<file path="src/rtl/rxa_pkg.sv">
package rxa_pkg;
  localparam int DWORD_BITS   = 32;
  localparam int BEAT_BITS    = 2 * DWORD_BITS;
  localparam int LEN_BITS     = 10;
  localparam int CNT_BITS     = LEN_BITS + 1;
  localparam int DW_BE_BITS   = DWORD_BITS / 8;
  localparam int BEAT_BE_BITS = 2 * DW_BE_BITS;

  typedef enum logic [1:0] {
    ST_HDR0,
    ST_HDR1,
    ST_BODY,
    ST_FLUSH
  } rxaState_e;

  // strobes from control to datapath
  typedef struct packed {
    logic                emit;
    logic                loV;
    logic                useHold;
    logic                storeEn;
    logic                storeHi;
    logic                hdrOnly;
    logic                startPkt;
    logic [CNT_BITS-1:0] startLen;
  } rxaStrobe_t;
endpackage

</file>
<file path="src/rtl/rxa_ctrl.sv">
module rxa_ctrl
  import rxa_pkg::*;
(
  input  logic                  clk,
  input  logic                  rstN,
  input  logic                  inValid,
  input  logic                  inSop,
  input  logic                  inEop,
  input  logic                  outReady,
  input  logic [LEN_BITS-1:0]   lenField,
  input  logic                  fmt4Bit,
  input  logic                  dataBit,
  input  logic [DW_BE_BITS-1:0] firstBeField,
  input  logic [DW_BE_BITS-1:0] lastBeField,
  input  logic                  addr3dwBit,
  input  logic                  addr4dwBit,
  output logic                  inReady,
  output logic                  outValid,
  output rxaStrobe_t            st,
  output logic [CNT_BITS-1:0]   hdrLen,
  output logic                  hdr4Dw,
  output logic                  hdrHasData,
  output logic [DW_BE_BITS-1:0] hdrFirstBe,
  output logic [DW_BE_BITS-1:0] hdrLastBe
);
  rxaState_e           state;
  logic [CNT_BITS-1:0] remIn, remAfter, decodedLen;
  logic                holdV, skipLo;
  logic                loV, hiV, finalIn, hdrOnly, wantOut, accept, storeEn, pktDone;
  logic [1:0]          nIn, cnt;

  assign decodedLen = (lenField == '0) ? {1'b1, {LEN_BITS{1'b0}}} : {1'b0, lenField};

  always_comb begin
    loV = 1'b0;
    hiV = 1'b0;
    if (state == ST_HDR1) begin
      hiV = hdrHasData && !hdr4Dw && addr3dwBit;
    end else if (state == ST_BODY) begin
      loV = !skipLo && (remIn != '0);
      hiV = skipLo ? (remIn != '0) : (remIn >= CNT_BITS'(2));
    end
  end

  assign nIn      = {1'b0, loV} + {1'b0, hiV};
  assign cnt      = {1'b0, holdV} + nIn;
  assign remAfter = remIn - CNT_BITS'(nIn);
  assign finalIn  = (nIn != 2'd0) && (remAfter == '0);
  assign hdrOnly  = (state == ST_HDR1) && !hdrHasData;
  assign wantOut  = hdrOnly || (cnt >= 2'd2) || ((cnt == 2'd1) && finalIn);

  assign inReady  = outReady && (state != ST_FLUSH);
  assign outValid = (state == ST_FLUSH) || (inValid && !inSop && wantOut);
  assign accept   = inValid && inReady;
  assign storeEn  = accept && !inSop && (state != ST_HDR0) &&
                    ((cnt == 2'd3) || ((cnt == 2'd1) && !finalIn));
  assign pktDone  = accept && !inSop && (hdrOnly || finalIn);

  always_comb begin
    st          = '0;
    st.emit     = outValid && outReady;
    st.loV      = loV;
    st.useHold  = holdV;
    st.storeEn  = storeEn;
    st.storeHi  = (cnt == 2'd3) || !loV;
    st.hdrOnly  = hdrOnly;
    st.startPkt = accept && inSop;
    st.startLen = decodedLen;
  end

  always_ff @(posedge clk) begin
    if (!rstN) begin
      state      <= ST_HDR0;
      remIn      <= '0;
      holdV      <= 1'b0;
      skipLo     <= 1'b0;
      hdrLen     <= '0;
      hdr4Dw     <= 1'b0;
      hdrHasData <= 1'b0;
      hdrFirstBe <= '0;
      hdrLastBe  <= '0;
    end else if (state == ST_FLUSH) begin
      if (st.emit) begin
        state <= ST_HDR0;
        holdV <= 1'b0;
      end
    end else if (accept) begin
      if (inSop) begin
        hdrLen     <= decodedLen;
        hdr4Dw     <= fmt4Bit;
        hdrHasData <= dataBit;
        hdrFirstBe <= firstBeField;
        hdrLastBe  <= lastBeField;
        remIn      <= decodedLen;
        holdV      <= 1'b0;
        skipLo     <= 1'b0;
        state      <= ST_HDR1;
      end else if (state != ST_HDR0) begin
        remIn  <= remAfter;
        holdV  <= storeEn;
        skipLo <= (state == ST_HDR1) && hdrHasData && hdr4Dw && addr4dwBit;
        if (hdrOnly)      state <= ST_HDR0;
        else if (finalIn) state <= (cnt == 2'd3) ? ST_FLUSH : ST_HDR0;
        else if (inEop)   state <= ST_HDR0;
        else              state <= ST_BODY;
      end
    end
  end

  // header capture starts only on a start-of-packet beat from idle
  p_hdr_on_sop_r1: assert property (@(posedge clk) disable iff (!rstN)
    (accept && state == ST_HDR0) |-> inSop);
  // the beat that completes the payload count is the end-of-packet beat
  p_eop_last_r2: assert property (@(posedge clk) disable iff (!rstN)
    pktDone |-> inEop);
  // the extra drain beat only exists while a dword is held
  p_flush_holds_r3: assert property (@(posedge clk) disable iff (!rstN)
    (state == ST_FLUSH) |-> holdV);
endmodule

</file>
<file path="src/rtl/rxa_datapath.sv">
module rxa_datapath
  import rxa_pkg::*;
(
  input  logic                    clk,
  input  logic                    rstN,
  input  logic [BEAT_BITS-1:0]    inData,
  input  rxaStrobe_t              st,
  input  logic [DW_BE_BITS-1:0]   firstBe,
  input  logic [DW_BE_BITS-1:0]   lastBe,
  output logic [BEAT_BITS-1:0]    outData,
  output logic [BEAT_BE_BITS-1:0] outBe,
  output logic                    outSop,
  output logic                    outEop
);
  logic [DWORD_BITS-1:0] holdR, inLo, inHi, dwA, dwB;
  logic [CNT_BITS-1:0]   remOut;
  logic                  firstOut, hiPresent;
  logic [DW_BE_BITS-1:0] loBe, hiBe;

  assign inLo      = inData[DWORD_BITS-1:0];
  assign inHi      = inData[BEAT_BITS-1:DWORD_BITS];
  assign hiPresent = remOut >= CNT_BITS'(2);

  assign dwA = st.useHold ? holdR : (st.loV ? inLo : inHi);
  assign dwB = st.useHold ? (st.loV ? inLo : inHi) : inHi;

  assign loBe = firstOut ? firstBe : ((remOut == CNT_BITS'(1)) ? lastBe : '1);
  assign hiBe = hiPresent ? ((remOut == CNT_BITS'(2)) ? lastBe : '1) : '0;

  assign outData = st.hdrOnly ? '0 : {(hiPresent ? dwB : '0), dwA};
  assign outBe   = st.hdrOnly ? '0 : {hiBe, loBe};
  assign outSop  = firstOut;
  assign outEop  = st.hdrOnly || (remOut <= CNT_BITS'(2));

  always_ff @(posedge clk) begin
    if (!rstN) begin
      holdR    <= '0;
      remOut   <= '0;
      firstOut <= 1'b0;
    end else begin
      if (st.storeEn) holdR <= st.storeHi ? inHi : inLo;
      if (st.startPkt) begin
        remOut   <= st.startLen;
        firstOut <= 1'b1;
      end else if (st.emit) begin
        remOut   <= remOut - (hiPresent ? CNT_BITS'(2) : CNT_BITS'(1));
        firstOut <= 1'b0;
      end
    end
  end

  // a beat that is not the last carries a full upper dword
  p_mid_full_r5: assert property (@(posedge clk) disable iff (!rstN)
    (st.emit && !outEop) |-> (outBe[BEAT_BE_BITS-1:DW_BE_BITS] == '1));
  // after a non-final beat, the next beat is not a packet start
  p_no_resop_r6: assert property (@(posedge clk) disable iff (!rstN)
    (st.emit && !outEop) |=> !outSop);
  // a header-only packet is a single start-and-end beat
  p_hdr_only_r7: assert property (@(posedge clk) disable iff (!rstN)
    (st.emit && st.hdrOnly) |-> (outSop && outEop));
endmodule

</file>
<file path="src/rtl/rx_payload_align.sv">
module rx_payload_align
  import rxa_pkg::*;
(
  input  logic                    clk,
  input  logic                    rstN,
  input  logic [BEAT_BITS-1:0]    inData,
  input  logic                    inValid,
  input  logic                    inSop,
  input  logic                    inEop,
  output logic                    inReady,
  output logic [BEAT_BITS-1:0]    outData,
  output logic [BEAT_BE_BITS-1:0] outBe,
  output logic                    outValid,
  output logic                    outSop,
  output logic                    outEop,
  input  logic                    outReady,
  output logic [CNT_BITS-1:0]     hdrLen,
  output logic                    hdr4Dw,
  output logic                    hdrHasData,
  output logic [DW_BE_BITS-1:0]   hdrFirstBe,
  output logic [DW_BE_BITS-1:0]   hdrLastBe
);
  rxaStrobe_t st;

  rxa_ctrl u_ctrl (
    .clk          (clk),
    .rstN         (rstN),
    .inValid      (inValid),
    .inSop        (inSop),
    .inEop        (inEop),
    .outReady     (outReady),
    .lenField     (inData[LEN_BITS-1:0]),
    .fmt4Bit      (inData[29]),
    .dataBit      (inData[30]),
    .firstBeField (inData[DWORD_BITS+DW_BE_BITS-1:DWORD_BITS]),
    .lastBeField  (inData[DWORD_BITS+2*DW_BE_BITS-1:DWORD_BITS+DW_BE_BITS]),
    .addr3dwBit   (inData[2]),
    .addr4dwBit   (inData[DWORD_BITS+2]),
    .inReady      (inReady),
    .outValid     (outValid),
    .st           (st),
    .hdrLen       (hdrLen),
    .hdr4Dw       (hdr4Dw),
    .hdrHasData   (hdrHasData),
    .hdrFirstBe   (hdrFirstBe),
    .hdrLastBe    (hdrLastBe)
  );

  rxa_datapath u_dp (
    .clk     (clk),
    .rstN    (rstN),
    .inData  (inData),
    .st      (st),
    .firstBe (hdrFirstBe),
    .lastBe  (hdrLastBe),
    .outData (outData),
    .outBe   (outBe),
    .outSop  (outSop),
    .outEop  (outEop)
  );

  // a stalled output beat is held unchanged
  p_stall_stable_r8: assert property (@(posedge clk) disable iff (!rstN)
    (outValid && !outReady) |=> (outValid && $stable(outData) && $stable(outBe)));
endmodule

</file>
<file path="config.mk">
export PLATFORM = sky130hd
export DESIGN_NAME = rx_payload_align
export DESIGN_NICKNAME = d
export VERILOG_FILES = /design/src/rtl/rxa_pkg.sv /design/src/rtl/rxa_ctrl.sv /design/src/rtl/rxa_datapath.sv /design/src/rtl/rx_payload_align.sv
export SDC_FILE = /design/constraint.sdc
export NUM_CORES = 1
export LEC_CHECK = 0
export BUFFER_PORTS_ARGS = -buffer_cell sky130_fd_sc_hd__buf_2
export CORE_MARGIN = 2
export CORE_UTILIZATION = 45
export DETAILED_ROUTE_END_ITERATION = 6
export PLACE_DENSITY = 0.68
export SYNTH_ARGS = -nofsm -noshare
export SYNTH_HDL_FRONTEND = slang
export SYNTH_SLANG_ARGS = --single-unit
</file>
<file path="constraint.sdc">
create_clock -name clk -period 5.1 [get_ports clk]
set_clock_uncertainty 0.2 [all_clocks]
set_input_delay 0.51 -clock clk [delete_from_list [all_inputs] [get_ports clk]]
set_output_delay 0.51 -clock clk [all_outputs]
set_load 0.01 [all_outputs]
</file>
Word level (Yosys, flattened, before mapping)

Index checks and enable logic that the tools add are counted.

Add/sub/neg operators: 4
Magnitude comparators: 4
Mux-type cells: 39
Bitwise logic cells: 1
Equal/unequal tests: 9
Reductions and logical operators: 43

Operator list:

| cell                  | number |
|---|---|
| $mux W32              | 5 |
| $mux W64              | 1 |
| $mux W11              | 5 |
| $ge A11 B2 Y1 const B | 2 |
| $mux W2               | 10 |
| $logic_and A1 B1 Y1   | 19 |
| $mux W4               | 4 |
| $mux W1               | 13 |
| $eq A11 B1 Y1 const B | 1 |
| $eq A11 B2 Y1 const B | 1 |
| $le A11 B2 Y1 const B | 1 |
| $logic_not A11 Y1     | 1 |
| $reduce_bool A11 Y1   | 1 |
| $sub A11 B11 Y11      | 1 |
| $sub A11 B2 Y11       | 1 |
| $logic_not A10 Y1     | 1 |
| $reduce_bool A2 Y1    | 5 |
| $reduce_and A3 Y1     | 3 |
| $mux W8               | 1 |
| $eq A2 B2 Y1 const B  | 3 |
| $logic_not A1 Y1      | 6 |
| $logic_or A1 B1 Y1    | 6 |
| $eq A2 B1 Y1 const B  | 2 |
| $ne A2 B2 Y1 const B  | 2 |
| 5 further kinds       | 5 |

Bits of input ports: 70
Word-level logic and storage cells: 112
Flip-flop bits (word level): 80
Output and inout bits: 97

Logic depth before layout (Yosys ltp)

Gate-level depths: netlist of the first run.

Depth in word-level cells: 16
Depth in mapped cells: 16
Gate-level depth less buffers: 13

Hierarchy

A second synthesis of the first run with hierarchy kept.

Cell total of the unflattened synthesis: 772
Area total of the unflattened synthesis: 5,714.2 µm²

By module, submodules not included:

| module       | cells each | area an instance (µm²) | sequential area each (µm²) | instances |
|---|---|---|---|---|
| rxa_datapath | 496        | 3,569.7                | 880.8                      | 1 |
| rxa_ctrl     | 276        | 2,144.6                | 720.7                      | 1 |

Least setup slack after synthesis of the first run

No wires, ideal clock.

Path type: flip-flop to output port
From: register u_ctrl.remIn[5]
To: output port outValid
Required time: 4.390 ns
Path slack: 0.678 ns
Stages on the path, launching flop included: 13
Data arrival time: 3.712 ns
Buffers on the path: 1
Cell sequence: dfxtp_1 > or4_4 > a2111o_1 > a32o_1 > ha_1 > ha_1 > inv_1 > fa_1 > or4b_1 > or3_1 > nor2_2 > a31o_2 > buf_2

Longest elaborated chain between the ends: 12
Elaborated cells between the ends (all ways): 21
Those cells by class: add/sub: 3; order compare: 2; eq/ne: 1; mux: 5; reduce/logical: 10

RTL lines:

| item                                                 | line                           | RTL |
|---|---|---|
| from (decl)                                          | rxa_ctrl.sv:27                 | `logic [CNT_BITS-1:0] remIn, remAfter, decodedLen;` |
| from (signal assigned)                               | rxa_ctrl.sv:94                 | `remIn <= decodedLen;` |
| from (signal assigned)                               | rxa_ctrl.sv:99                 | `remIn <= remAfter;` |
| $ge A11 B2 Y1 or $reduce_bool A11 Y1 (tied branches) | rxa_ctrl.sv:41, rxa_ctrl.sv:40 |  |
| $mux W1 or $logic_and A1 B1 Y1 (tied branches)       | rxa_ctrl.sv:41, rxa_ctrl.sv:40 |  |
| $mux W1                                              | rxa_ctrl.sv:39                 | `end else if (state == ST_BODY) begin` |
| $mux W1                                              | rxa_ctrl.sv:37                 | `if (state == ST_HDR1) begin` |
| $add A1 B1 Y2                                        | rxa_ctrl.sv:45                 | `assign nIn = {1'b0, loV} + {1'b0, hiV};` |
| $sub A11 B2 Y11                                      | rxa_ctrl.sv:47                 | `assign remAfter = remIn - CNT_BITS'(nIn);` |
| $logic_not A11 Y1                                    | rxa_ctrl.sv:48                 | `assign finalIn = (nIn != 2'd0) && (remAfter == '0);` |
| $logic_and A1 B1 Y1                                  | rxa_ctrl.sv:48                 |  |
| $logic_and A1 B1 Y1                                  | rxa_ctrl.sv:50                 | `assign wantOut = hdrOnly \|\| (cnt >= 2'd2) \|\| ((cnt == 2'd1) && finalIn);` |
| $logic_or A1 B1 Y1 (*)                               | rxa_ctrl.sv:50                 |  |
| $logic_and A1 B1 Y1 (*)                              | rxa_ctrl.sv:53                 | `assign outValid = (state == ST_FLUSH) \|\| (inValid && !inSop && wantOut);` |
| $logic_or A1 B1 Y1 (*)                               | rxa_ctrl.sv:53                 |  |
| to (decl)                                            | rx_payload_align.sv:13         | `output logic outValid,` |

Mark *: on every way between the ends. The rest lies on a longest branch, timed or not.

Worst setup path after layout of the first run

Ends and elaborated chain as after synthesis.

==> impl_metrics.tcl, run 1 <==
set metrics [dict create \
    status "complete, no violations" \
    hold_end "u_ctrl.hdrFirstBe[0]" \
    max_freq_mhz 200.5 \
    io_buffers 166 \
    ys_seq_area_share_pct 28.23 \
    routed_wl_mm 18.20 \
    routedWlPerCell_um 16.19 \
    endpoint_kind "output port" \
    dp.cells 1103 \
    r2r-end "u_dp.remOut[5]" \
    place.gp.congestion 0.9572 \
    hold_viol_final 0 \
    hold_buffers 0 \
    fin_setup_tns_ns 0 \
    worst_slew_pin_slew_ns 1.063 \
    antennaDiodeCount 0 \
    antenna_found_initial 0 \
    final_cells 1124 \
    hold_depth 3 \
    syn_to_final_growth_pct 22.87 \
    synthTopCellsByArea "dfxtp_1 28%, nand2_1 10%, nor2_1 9.3%" \
    fin_crit_sh_pct 97.79 \
    cp.arrival_ns 4.28 \
    finalSetupViolCount 0 \
    drcViolationCount 0 \
    cts_tree "built" \
    yosysWarningCount 0 \
    ir_worst_vdd_mv 0.1981 \
    yosysTopAreaCell "dfxtp_1" \
    cts_max_level 3 \
    num_rows 41 \
    drt-initial-drc-count 508 \
    synthCells 817 \
    synthFlopType "dfxtp_1" \
    crit_fanout 7 \
    cts-buffers-inserted 9 \
    dp_hpwl_mm 12.47 \
    cts_root_buffer "clkbuf_16" \
    core-area_mm2 0.01247 \
    synth_edf_count 0 \
    min_path_type "primary input to register" \
    synth_top_cell_area_share_pct 28.23 \
    cp_num_buf_inv 2 \
    reg2reg_depth 13 \
    num_io_pins 167 \
    crit_start "u_ctrl.remIn[5]" \
    clock_path_buffers 2 \
    clkSinkCount 80 \
    worstSetupPathType "register to output port" \
    antenna_left 0 \
    drv_cap 0 \
    min_from "inData[32]" \
    slew_viol_final 0 \
    vias_per_cell 5.604 \
    nets 1026 \
    critPathTopFamily "simple AND/OR/NAND/NOR gates" \
    grt_pass1_wl_mm 28.30 \
    layout_min_cycle_time_ns 4.987 \
    die_w_um 116.3 \
    p_leak_nw 3.110 \
    worstPathCellList "or4_4 > a2111o_1 > a32o_1 > ha_1 > ha_1 > inv_1 > fa_1 > or4b_1 > or3_4 > nor2_4 > a31o_4 > buf_2" \
    first_pass_iters 5 \
    max_stage_delay_ns 0.57 \
    synth_nets 896 \
    cellPowerDensity_mw_per_mm2 264.3 \
    die_h_um 116.3 \
    synth.distinct_cells 60 \
    async_reset_ff_share_pct 0 \
    finalPower_mw 1.843 \
    r2r_start "u_ctrl.remIn[5]" \
    grt_max_degree 69 \
    worstPathRequired_ns 4.39 \
    overflow 0 \
    layout-drive-gt1-share_pct 25.63 \
    cpMostUsedCell "ha_1" \
    rrSetupSlack_ns 0.30 \
    dieArea_mm2 0.01352 \
    fill_cells 1257 \
    clkTransAtPathRegs_ns 0.06 \
    grt_pass1_vias 5622 \
    fin_util_pct 55.92 \
    syn_avg_cell_area_um2 6.944 \
    relSlewSlack_pct 28.81 \
    cp_slowest_cell "or4_4" \
    clk_latency_ns 0.35 \
    ys_seq_elements 80 \
    start_kind "register" \
    start_util_pct 45.51 \
    grtUsageTotal_pct 26.44 \
    num_vias 6299 \
    synthesis.area_mm2 0.005673 \
]
==> kinds of logic after synthesis <==
kind of cell	after synthesis	synth area share, %
buffers and inverters	78	6.087
multiplexers	34	5.999
flip-flops	80	28.23
XOR/XNOR	3	0.4633
AND/OR/NAND/NOR	378	28.78
AO/OA/AOI/OAI	235	28.05
adder cells (fa/ha/maj)	9	2.382
==> worst max-delay path by stage <==
stage	endpoint	slack (ns)	depth (start not counted)
after global routing	outValid	-0.001	12
after floorplan	outValid	0.68	12
final	outValid	0.11	12
after global placement	outValid	0.36	12
after CTS	outValid	0.01	12
after detailed placement	outValid	0.29	12
==> power breakdown <==
part	switching (mW)	internal, mW	total [mW]
sequential	0.0138	0.639	0.653
clock	0.270	0.455	0.725
combinational	0.289	0.176	0.465
==> routing by layer <==
metal  wire, µm  track usage [%]  vias to the layer above
li1           -                -                     3140
met1       8125            34.38                     2907
met2       8479            43.84                      218
met3       1175            4.722                       34
met4        422            10.00                        0
met5          0                0                        -
==> synthesized netlist by cell type (3+ instances only) <==
cell        n
a211oi_1    4
a21boi_0    6
a21oi_1   105
a22oi_1     4
a311oi_1   13
a311oi_2   20
and2_1      3
and4_1      4
buf_1       7
buf_2       9
buf_4       7
clkbuf_1   41
dfxtp_1    80
fa_1        3
ha_1        6
inv_1      11
mux2i_1    34
nand2_1   158
nand2b_1    4
nand3_1     5
nand4_1     3
nor2_1    141
nor2b_1     9
nor3_1     20
nor3b_1     3
nor4_1      5
nor4_2      3
o21a_1      5
o21ai_0    51
o31ai_1     3
or3_1      10
==> worst min-delay path: cells and delay by family <==
family,cells,cell delay (ns)
AOI/OAI and AO/OA,1,0.05
buffers and inverters,1,0.13
and+or+nand+nor,1,0.06
==> metrics by stage <==
step,worst slack (ns),hold slack [ns],area [µm²]
after floorplan,0.6780,0.2451,5673
after global placement,0.3577,0.2432,6583
after detailed placement,0.2943,0.2435,6583
after CTS,0.01253,0.2355,6928
after global routing,-0.001050,0.2416,6970
final,0.1126,0.2434,6970
==> layout make-up <==
class | instances | area [µm²] | share of cell area, %
clock buffer | 11 | 252.7 | 3.626
clock inverter | 5 | 78.83 | 1.131
inverter | 12 | 45.04 | 0.6462
multi-input combinational | 659 | 3790 | 54.37
sequential | 80 | 1603 | 22.99
tap | 172 | 215.2 | 3.087
timing repair buffer | 185 | 985.9 | 14.14
==> timing repair <==
action | in CTS | in global routing
gates cloned | 0 | 0
gates resized for setup | 2 | 1
buffers inserted | 0 | 5
hold endpoints to repair | 0 | 0
pin swaps | 0 | 2
endpoints found under the setup margin | 1 | 1
==> flip-flops by register name, summed over array words and instances, names as in the netlist, 2 cells and up <==
name,cells
u_ctrl.hdrFirstBe,4
u_ctrl.hdrLastBe,4
u_ctrl.hdrLen,11
u_ctrl.remIn,11
u_ctrl.state,2
u_dp.holdR,32
u_dp.remOut,11
==> placed cells by master (no fill, tap or decap), types with 11 or more instances in the layout <==
master and instances:
nor2_1 138, o21ai_0 51, inv_1 11, a311oi_2 20, dfxtp_1 79, nand2_1 158
buf_4 18, a311oi_1 13, nor3_1 19, mux2i_1 34, buf_2 166, a21oi_1 105
Power figures use the tool's default switching activity.
==> run 2, diff against run 1 <==
==> constraint.sdc (replaced) <==
create_clock -name clk -period 5.5 [get_ports clk]
set_clock_uncertainty 0.2 [all_clocks]
set_input_delay 0.55 -clock clk [delete_from_list [all_inputs] [get_ports clk]]
set_output_delay 0.55 -clock clk [all_outputs]
set_load 0.01 [all_outputs]
==> run 2 against run 1 <==
Sequential cell count stayed put. Worst setup slack better by 0.14 ns. Worst hold slack improved by 0.0078 ns. Critical path type unchanged. Largest power group is now registers.
==> impl_metrics.tcl, run 2 (synthesis results as in run 1) <==
set metrics [dict create \
    status "complete, no violations" \
    clock_path_buffers 2 \
    crit_fanout 10 \
    routed_wl_mm 18.07 \
    grt_max_degree 69 \
    worst_hold_slack_ns 0.2512 \
    dieArea_mm2 0.01352 \
    antenna_found_initial 0 \
    rsz0062_at_grt "no" \
    mostFrequentLayoutCell "buf_2" \
    relSlewSlack_pct 41.65 \
    grt_pass1_wl_mm 28.17 \
    cts_max_level 3 \
    multi_input_area_mm2 0.003771 \
    first_pass_iters 5 \
    worstSetupPathType "register to output port" \
    slew_viol_final 0 \
    dp_hpwl_mm 12.21 \
    start_kind "register" \
    max_freq_mhz 190.6 \
    worstPathRequired_ns 4.75 \
    crit_start "u_ctrl.remIn[5]" \
    layout-drive-gt1-share_pct 24.55 \
    cp_num_buf_inv 2 \
    ir_worst_vdd_mv 0.1992 \
    die_h_um 116.3 \
    antennaDiodeCount 0 \
    clkTransAtPathRegs_ns 0.06 \
    grt_use_met1_pct 34.34 \
    seq_area_mm2 0.001603 \
    layout_min_cycle_time_ns 5.248 \
    endpoint_kind "output port" \
    die_w_um 116.3 \
    cp.arrival_ns 4.50 \
    finalSetupViolCount 0 \
    grt_use_met2_pct 43.57 \
    p_leak_nw 3.027 \
    vias_per_cell 5.624 \
    worstPathCellList "or4_4 > a2111o_1 > a32o_1 > ha_1 > ha_1 > inv_1 > fa_1 > or4b_1 > or3_1 > nor2_2 > a31o_2 > buf_2" \
    antenna_left 0 \
    clkSinkCount 80 \
    hold_viol_final 0 \
    r2r_start "u_ctrl.remIn[5]" \
    grt_util_met3_pct 5.345 \
    fin_setup_tns_ns 0 \
    max_stage_delay_ns 0.58 \
    fin_ws_ns 0.2522 \
    syn_to_final_growth_pct 20.11 \
    fill_cells 1277 \
    overflow 0 \
    routedWlPerCell_um 16.18 \
    min_from "u_ctrl.hdrLen[1]" \
    fin_crit_sh_pct 95.42 \
    drcViolationCount 0 \
    clk_latency_ns 0.35 \
    grtUsageTotal_pct 26.27 \
    hold_buffers 0 \
    post-place-ws_ns 0.6515 \
    num_rows 41 \
    mostFrequentLayoutCells "166 x buf_2, 158 x nand2_1, 138 x nor2_1" \
    worst_slew_pin_slew_ns 0.8752 \
    cts_root_buffer "clkbuf_16" \
    core-area_mm2 0.01247 \
    start_util_pct 45.51 \
    drv_cap 0 \
    num_io_pins 167 \
    nets 1019 \
    grt_pass1_vias 5609 \
    largest_reg_flops 32 \
    cpMostUsedCell "ha_1" \
    critPathTopFamily "simple AND/OR/NAND/NOR gates" \
    max_flop_register "u_dp.holdR" \
    min_path_type "register to register" \
    cts-buffers-inserted 9 \
    place.gp.congestion 0.9241 \
    cts_tree "built" \
    ctsResizeCount 0 \
    cts_setup_buffers 0 \
    io_buffers 166 \
    num_vias 6282 \
    cp_slowest_cell "or4_4" \
    top_usage_layer "met2" \
    cellPowerDensity_mw_per_mm2 232.4 \
    drt-initial-drc-count 488 \
]
[run 2: changes by cell type in the layout (fill, tap and decap cells not counted), sizes merged]
cell / change
buf: -7
bufinv: -2
clkbuf: +2
[run 2: tightest hold or removal path, delay by kind of cell (launching register included)]
kind	cells	cell delay, ns
AO/OA/AOI/OAI	1	0.05
flip-flops	1	0.30
AND/OR/NAND/NOR	1	0.05
[run 2: cell type report]
cell class | instances | area share, %
tap | 172 | 3.158
clock buffer | 13 | 3.526
inverter | 12 | 0.6610
timing repair buffer | 178 | 13.51
multi-input combinational | 659 | 55.34
clock inverter | 3 | 0.2754
sequential | 80 | 23.52
[run 2: final timing paths]
check	to	slack, ns	depth (start not counted)
setup / recovery	outValid	0.25	12
hold reg to reg	u_ctrl.hdrLen[1]	0.25	2
hold / removal	u_ctrl.hdrLen[1]	0.25	2
setup reg to reg	u_dp.holdR[15]	0.63	14
[run 2: stage by stage]
stage	area (µm²)	power (mW)	util, %	instances
2_1_floorplan	5673	0.8762	-	817
6_report	6814	1.583	54.66	1117
3_3_place_gp	6555	1.044	52.58	1101
4_1_cts	6814	1.596	54.66	1117
3_5_place_dp	6555	1.045	52.58	1101
5_1_grt	6814	1.673	54.66	1117
[run 2: per-layer routing]
metal | share of wire (%) | up-vias
met5 | 0 | -
li1 | - | 3117
met1 | 45 | 2948
met4 | 1.8 | 0
met3 | 5.6 | 24
met2 | 48 | 193
[run 2: report_power, final]
| part | leakage [nW] | internal [mW] | switching, mW | total [mW] |
|---|---|---|---|---|
| Combinational | 2.25 | 0.162 | 0.268 | 0.430 |
| Sequential | 0.648 | 0.593 | 0.0128 | 0.606 |
| Clock | 0.128 | 0.306 | 0.242 | 0.548 |
| Total | 3.03 | 1.06 | 0.523 | 1.58 |
